--- src/rtl/eep_pkg.sv ---
package eep_pkg;
  typedef enum logic [1:0] {
    PH_ADDR  = 2'd0,
    PH_CMD   = 2'd1,
    PH_READ  = 2'd2,
    PH_WRITE = 2'd3
  } phase_e;

  localparam logic [7:0] OP_READ  = 8'h01;
  localparam logic [7:0] OP_WRITE = 8'h06;
  localparam logic [7:0] OP_WEN   = 8'h09;
  localparam logic [7:0] OP_WDIS  = 8'h0B;
  localparam logic [7:0] OP_ERASE = 8'h0C;
  localparam logic [7:0] OP_NOP   = 8'h0D;
endpackage

--- src/rtl/eep_store.sv ---
module eep_store #(
  parameter int WORD_W = 16,
  parameter int DEPTH  = 128,
  parameter int AW     = 7
) (
  input  logic              clk,
  input  logic              rst,
  input  logic              wr_en,
  input  logic [AW-1:0]     wr_addr,
  input  logic [WORD_W-1:0] wr_data,
  input  logic              erase,
  input  logic [AW-1:0]     rd_addr,
  output logic [WORD_W-1:0] rdata
);
  // Array without reset so it maps onto block RAM; erase is a flag vector.
  logic [WORD_W-1:0] mem [DEPTH];
  logic [WORD_W-1:0] mem_q;
  logic [DEPTH-1:0]  blank;
  logic              blank_q;

  always_ff @(posedge clk) begin
    if (wr_en) mem[wr_addr] <= wr_data;
    mem_q <= mem[rd_addr];
  end

  always_ff @(posedge clk) begin
    if (rst || erase) begin
      blank   <= '1;
      blank_q <= 1'b1;
    end else begin
      if (wr_en) blank[wr_addr] <= 1'b0;
      blank_q <= blank[rd_addr];
    end
  end

  assign rdata = blank_q ? '1 : mem_q;
endmodule

--- src/rtl/eep_ctrl.sv ---
module eep_ctrl
  import eep_pkg::*;
#(
  parameter int WORD_W = 16,
  parameter int BYTE_W = 8,
  parameter int AW     = 7
) (
  input  logic              clk,
  input  logic              rst,
  input  logic              cs_n,
  input  logic              sclk,
  input  logic              sdi,
  input  logic [WORD_W-1:0] rdata,
  output logic [AW-1:0]     rd_addr,
  output logic              wr_en,
  output logic [AW-1:0]     wr_addr,
  output logic [WORD_W-1:0] wr_data,
  output logic              erase,
  output logic              sdo
);
  localparam int CW = $clog2(WORD_W);
  localparam logic [CW-1:0] BYTE_LAST = CW'(BYTE_W - 1);
  localparam logic [CW-1:0] WORD_LAST = CW'(WORD_W - 1);

  phase_e            phase;
  logic [CW-1:0]     cnt;
  logic [BYTE_W-1:0] addr_sh, cmd_sh;
  logic [WORD_W-1:0] data_sh;
  logic              we_latch;
  logic              sclk_q;
  logic              rise;
  logic [BYTE_W-1:0] cmd_next;
  logic [WORD_W-1:0] data_next;

  assign rise      = sclk & ~sclk_q;
  assign cmd_next  = {sdi, cmd_sh[BYTE_W-1:1]};
  assign data_next = {sdi, data_sh[WORD_W-1:1]};

  always_ff @(posedge clk) begin
    if (rst) sclk_q <= 1'b1;
    else     sclk_q <= sclk;
  end

  always_ff @(posedge clk) begin
    if (rst) begin
      phase    <= PH_ADDR;
      cnt      <= '0;
      addr_sh  <= '0;
      cmd_sh   <= '0;
      data_sh  <= '0;
      we_latch <= 1'b1;
      sdo      <= 1'b1;
      wr_en    <= 1'b0;
      erase    <= 1'b0;
    end else begin
      wr_en <= 1'b0;
      erase <= 1'b0;
      if (cs_n) begin
        phase <= PH_ADDR;
        cnt   <= '0;
        sdo   <= 1'b1;
      end else if (rise) begin
        cnt <= cnt + 1'b1;
        unique case (phase)
          PH_ADDR: begin
            addr_sh <= {sdi, addr_sh[BYTE_W-1:1]};
            if (cnt == BYTE_LAST) begin
              phase <= PH_CMD;
              cnt   <= '0;
            end
          end
          PH_CMD: begin
            cmd_sh <= cmd_next;
            if (cnt == BYTE_LAST) begin
              cnt   <= '0;
              phase <= PH_ADDR;
              case (cmd_next)
                OP_READ: begin
                  phase   <= PH_READ;
                  data_sh <= rdata;
                  sdo     <= rdata[0];
                end
                OP_WRITE: phase    <= PH_WRITE;
                OP_ERASE: erase    <= 1'b1;
                OP_WEN:   we_latch <= 1'b1;
                OP_WDIS:  we_latch <= 1'b0;
                default: ; // no-op and unknown codes: back to address phase
              endcase
            end
          end
          PH_READ: begin
            data_sh <= data_sh >> 1;
            sdo     <= data_sh[1];
            if (cnt == WORD_LAST) begin
              phase <= PH_ADDR;
              cnt   <= '0;
              sdo   <= 1'b1;
            end
          end
          PH_WRITE: begin
            data_sh <= data_next;
            if (cnt == WORD_LAST) begin
              phase <= PH_ADDR;
              cnt   <= '0;
              wr_en <= we_latch;
            end
          end
        endcase
      end
    end
  end

  assign rd_addr = addr_sh[AW-1:0];
  assign wr_addr = addr_sh[AW-1:0];
  assign wr_data = data_sh;
endmodule

--- src/rtl/eep_responder.sv ---
module eep_responder #(
  parameter int WORD_W = 16,
  parameter int DEPTH  = 128,
  parameter int BYTE_W = 8
) (
  input  logic clk,
  input  logic rst,
  input  logic cs_n,
  input  logic sclk,
  input  logic sdi,
  output logic sdo
);
  localparam int AW = $clog2(DEPTH);

  logic [AW-1:0]     st_rd_addr, st_wr_addr;
  logic [WORD_W-1:0] st_wr_data, st_rdata;
  logic              st_wr_en, st_erase;

  eep_ctrl #(.WORD_W(WORD_W), .BYTE_W(BYTE_W), .AW(AW)) u_ctrl (
    .clk     (clk),
    .rst     (rst),
    .cs_n    (cs_n),
    .sclk    (sclk),
    .sdi     (sdi),
    .rdata   (st_rdata),
    .rd_addr (st_rd_addr),
    .wr_en   (st_wr_en),
    .wr_addr (st_wr_addr),
    .wr_data (st_wr_data),
    .erase   (st_erase),
    .sdo     (sdo)
  );

  eep_store #(.WORD_W(WORD_W), .DEPTH(DEPTH), .AW(AW)) u_store (
    .clk     (clk),
    .rst     (rst),
    .wr_en   (st_wr_en),
    .wr_addr (st_wr_addr),
    .wr_data (st_wr_data),
    .erase   (st_erase),
    .rd_addr (st_rd_addr),
    .rdata   (st_rdata)
  );
endmodule

--- config.mk ---
export PLATFORM = sky130hd
export DESIGN_NAME = eep_responder
export DESIGN_NICKNAME = d
export VERILOG_FILES = /design/src/rtl/eep_pkg.sv /design/src/rtl/eep_store.sv /design/src/rtl/eep_ctrl.sv /design/src/rtl/eep_responder.sv
export SDC_FILE = /design/constraint.sdc
export NUM_CORES = 2
export LEC_CHECK = 0
export BUFFER_PORTS_ARGS = -buffer_cell sky130_fd_sc_hd__buf_4
export CAP_MARGIN = 20
export CORE_ASPECT_RATIO = 0.6
export CORE_MARGIN = 4
export CORE_UTILIZATION = 55
export CTS_CLUSTER_SIZE = 20
export DETAILED_ROUTE_END_ITERATION = 10
export PLACE_DENSITY_LB_ADDON = 0.25
export SLEW_MARGIN = 20
export SYNTH_ARGS = -nofsm -noshare
export SYNTH_HDL_FRONTEND = slang
export SYNTH_SLANG_ARGS = --single-unit
--- constraint.sdc ---
create_clock -name clk -period 3.9 [get_ports clk]
set_input_delay 0.78 -clock clk [delete_from_list [all_inputs] [get_ports clk]]
set_output_delay 0.78 -clock clk [all_outputs]
set_load 0.1 [all_outputs]
==> flow_metrics.py <==
metrics = {
    "run_status": {
        "outcome": "finished clean",
    },
    "die": {
        "io_pins": 6,
        "die_x_um": 515,
        "core.rowCount": 111,
        "design.die.area_um2": 161000,
        "coreArea_um2": 153000,
        "start_util": 0.555,
        "fp.dieH_um": 312,
    },
    "routing": {
        "ant_nets": 0,
        "num_vias": 54100,
        "drt_first_pass_iters": 6,
        "wl_per_cell_um": 34.8,
        "drc": 0,
        "avgViaCountPerCell": 7.22,
        "drtIter0Drc": 9487,
        "wl_um": 261000,
    },
    "cts": {
        "clock-sinks": 2235,
        "clk_pin_slew_worst_paths_ns": 0.07,
        "clock_latency_ns": 0.82,
        "cts_tree": "built",
        "postCtsSetupRepairBufs": 0,
        "cts_buffers": 188,
        "cts_root_buf": "clkbuf_16",
        "cts_resized": 0,
        "htreeDepth": 4,
        "clock_path_buffers": 3,
        "hold_buffers": 0,
    },
    "critical_path": {
        "crit_path_start": "u_ctrl.addr_sh[0]$_SDFFE_PP0P_",
        "worstPathRequired_ns": 4.66,
        "arrival_ns": 4.46,
        "cp-start-kind": "register",
        "critPathCaptureType": "register",
        "r2r-start": "u_ctrl.addr_sh[0]$_SDFFE_PP0P_",
        "cp_max_fo": 33,
        "worstSetupPathType": "register to register",
    },
    "placement": {
        "place.gp.congestion": 0.895,
        "dp_slack_ns": 0.393,
        "io_buffers": 5,
        "dp.cells": 7129,
        "dpl.hpwl_um": 158000,
    },
    "timing": {
        "rsz0062_at_grt": "no",
        "drv_slew": 0,
        "fin_setup_tns_ns": 0,
        "min_period_ns": 3.70,
        "worstMarginPinSlew_ns": 1.19,
        "relSlewSlack": 0.204,
        "setup_viol": 0,
        "period_share": 0.949,
        "skew_ns": 0.0267,
        "max_freq_mhz": 270,
        "setup_slack_ns": 0.201,
        "hold_viol_final": 0,
    },
    "cells_and_area": {
        "final_cell_mix": "2,048 x edfxtp_1, 698 x a221oi_1, 363 x buf_4",
        "final_common_cell": "edfxtp_1",
        "seq_area_um2": 65300,
        "drive_gt1_frac": 0.163,
        "area_growth_pct": 13.0,
        "layout.nets": 5293,
        "fillers": 10600,
        "multiInputGateArea_um2": 17700,
        "final_cells": 7492,
        "final_util": 0.627,
    },
    "synthesis": {
        "synth_xor_area_frac": 0.000413,
        "synthCells": 5117,
        "ys_seq_area_frac": 0.769,
        "muxShareOfSynthArea": 0.0323,
        "avgSynthCellArea_um2": 16.6,
        "synth_top_family_by_area": "compound AO/OA/AOI/OAI gates",
        "ys_seq_elements": 2235,
        "yosysUniqueCellTypes": 74,
        "synth_compound_area_frac": 0.135,
        "syn_nets": 5123,
        "synth-main-ff-cell": "edfxtp_1",
        "synth_adder_area_share": 0.000148,
        "async_reset_ff_frac": 0,
        "synth_area_um2": 84800,
        "synthSimpleGateAreaFrac": 0.0396,
        "synth_edf_count": 2048,
        "ys_warn_count": 0,
    },
    "grt": {
        "antenna_found_initial": 11,
        "gr-total-overflow": 0,
        "track_usage": 0.319,
        "grt_pass1_vias": 50100,
        "grt_max_degree": 108,
        "grt_pass1_wl_um": 372000,
    },
    "job": {
        "maxCapViolCount": 0,
    },
    "min_path": {
        "hold_path.class": "input port to register",
        "worstHoldStart": "sclk",
    },
    "power": {
        "ir_drop_uv": 441,
        "powerDensity_nw_per_um2": 475,
        "p_leak_uw": 0.0259,
        "power_uw": 45500,
    },
}
[Yosys cell counts (all sizes together), types with 15 or more instances]
master / instances / area (µm²)
edfxtp: 2048 / 61500
a221oi: 699 / 6130
nor2: 318 / 1200
nand2: 256 / 961
buf: 224 / 1150
o21ai: 222 / 1110
clkbuf: 210 / 788
dfxtp: 187 / 3740
a22oi: 93 / 698
mux2i: 90 / 901
o221ai: 73 / 639
a21oi: 61 / 305
mux2: 57 / 642
o211ai: 54 / 405
mux4: 53 / 1190
o22ai: 53 / 332
nor3: 41 / 205
nand3: 37 / 185
a22o: 31 / 272
nand2b: 25 / 156
o311ai: 25 / 219
a2111oi: 18 / 158
a221o: 18 / 180
nand4: 18 / 113
o22a: 18 / 158
nor2b: 15 / 93.8
[routing by layer]
| metal | GRT usage | wire, µm |
|---|---|---|
| met1 | 0.494 | 104000 |
| met2 | 0.418 | 105000 |
| met3 | 0.123 | 43900 |
| met4 | 0.0925 | 7820 |
| met5 | 0 | 0 |
[path summary, 6_finish.rpt]
path / cells after the start / slack [ns] / endpoint
worst max register to register: 9 / 0.20 / u_store.mem_q[5]$_DFF_P_
worst min register to register: 2 / 0.45 / u_ctrl.wr_en$_SDFF_PP0_
worst max-delay path: 9 / 0.20 / u_store.mem_q[5]$_DFF_P_
worst min-delay path: 2 / 0.18 / u_ctrl.sclk_q$_SDFF_PP1_
[metrics by stage]
step                      hold WS [ns]  area, µm²
after detailed placement         0.446      89400
after floorplan                  0.427      84800
after CTS                        0.143      95800
after global placement           0.437      89300
final                            0.182      95900
after global routing             0.173      95800
[final cells by class]
| cell class | count | share of cell area |
|---|---|---|
| multi-input combinational | 2433 | 0.185 |
| antenna | 7 | 0.000183 |
| sequential | 2235 | 0.681 |
| timing repair buffer | 414 | 0.0390 |
| inverter | 15 | 0.000718 |
| clock inverter | 107 | 0.0122 |
| tap | 2034 | 0.0266 |
| clock buffer | 247 | 0.0549 |
[critical path, stage by stage, from the launching register on]
cell and delay [ns]:
dfxtp_4 0.52, nor2_4 0.57, buf_4 0.27, buf_12 0.27, buf_4 0.30, a221oi_1 0.14, o221a_2 0.37, o32ai_1 0.68
buf_4 0.28, and4_1 0.18
[kinds of logic after synthesis]
kind of cell,Yosys count
AO/OA/AOI/OAI,1459
flip-flops,2235
buffers and inverters,449
adder cells (fa/ha/maj),1
XOR/XNOR,4
multiplexers,200
AND/OR/NAND/NOR,769
[registers in the layout, summed over array words and instances (netlist names)]
register	count
u_ctrl.erase	1
u_ctrl.cnt	4
u_ctrl.addr_sh	8
u_store.mem	2048
u_ctrl.we_latch	1
u_ctrl.phase	2
u_ctrl.wr_en	1
u_ctrl.wr_data	16
u_ctrl.sdo	1
u_store.mem_q	16
u_store.blank_q	1
u_ctrl.sclk_q	1
u_store.blank	128
u_ctrl.cmd_sh	7
[report_power, final]
part | internal [µW] | switching (µW) | total (µW)
Combinational | 11.4 | 42.3 | 53.7
Clock | 11000 | 8700 | 19700
Sequential | 25700 | 0.967 | 25700
Power figures use the tool's default switching activity.
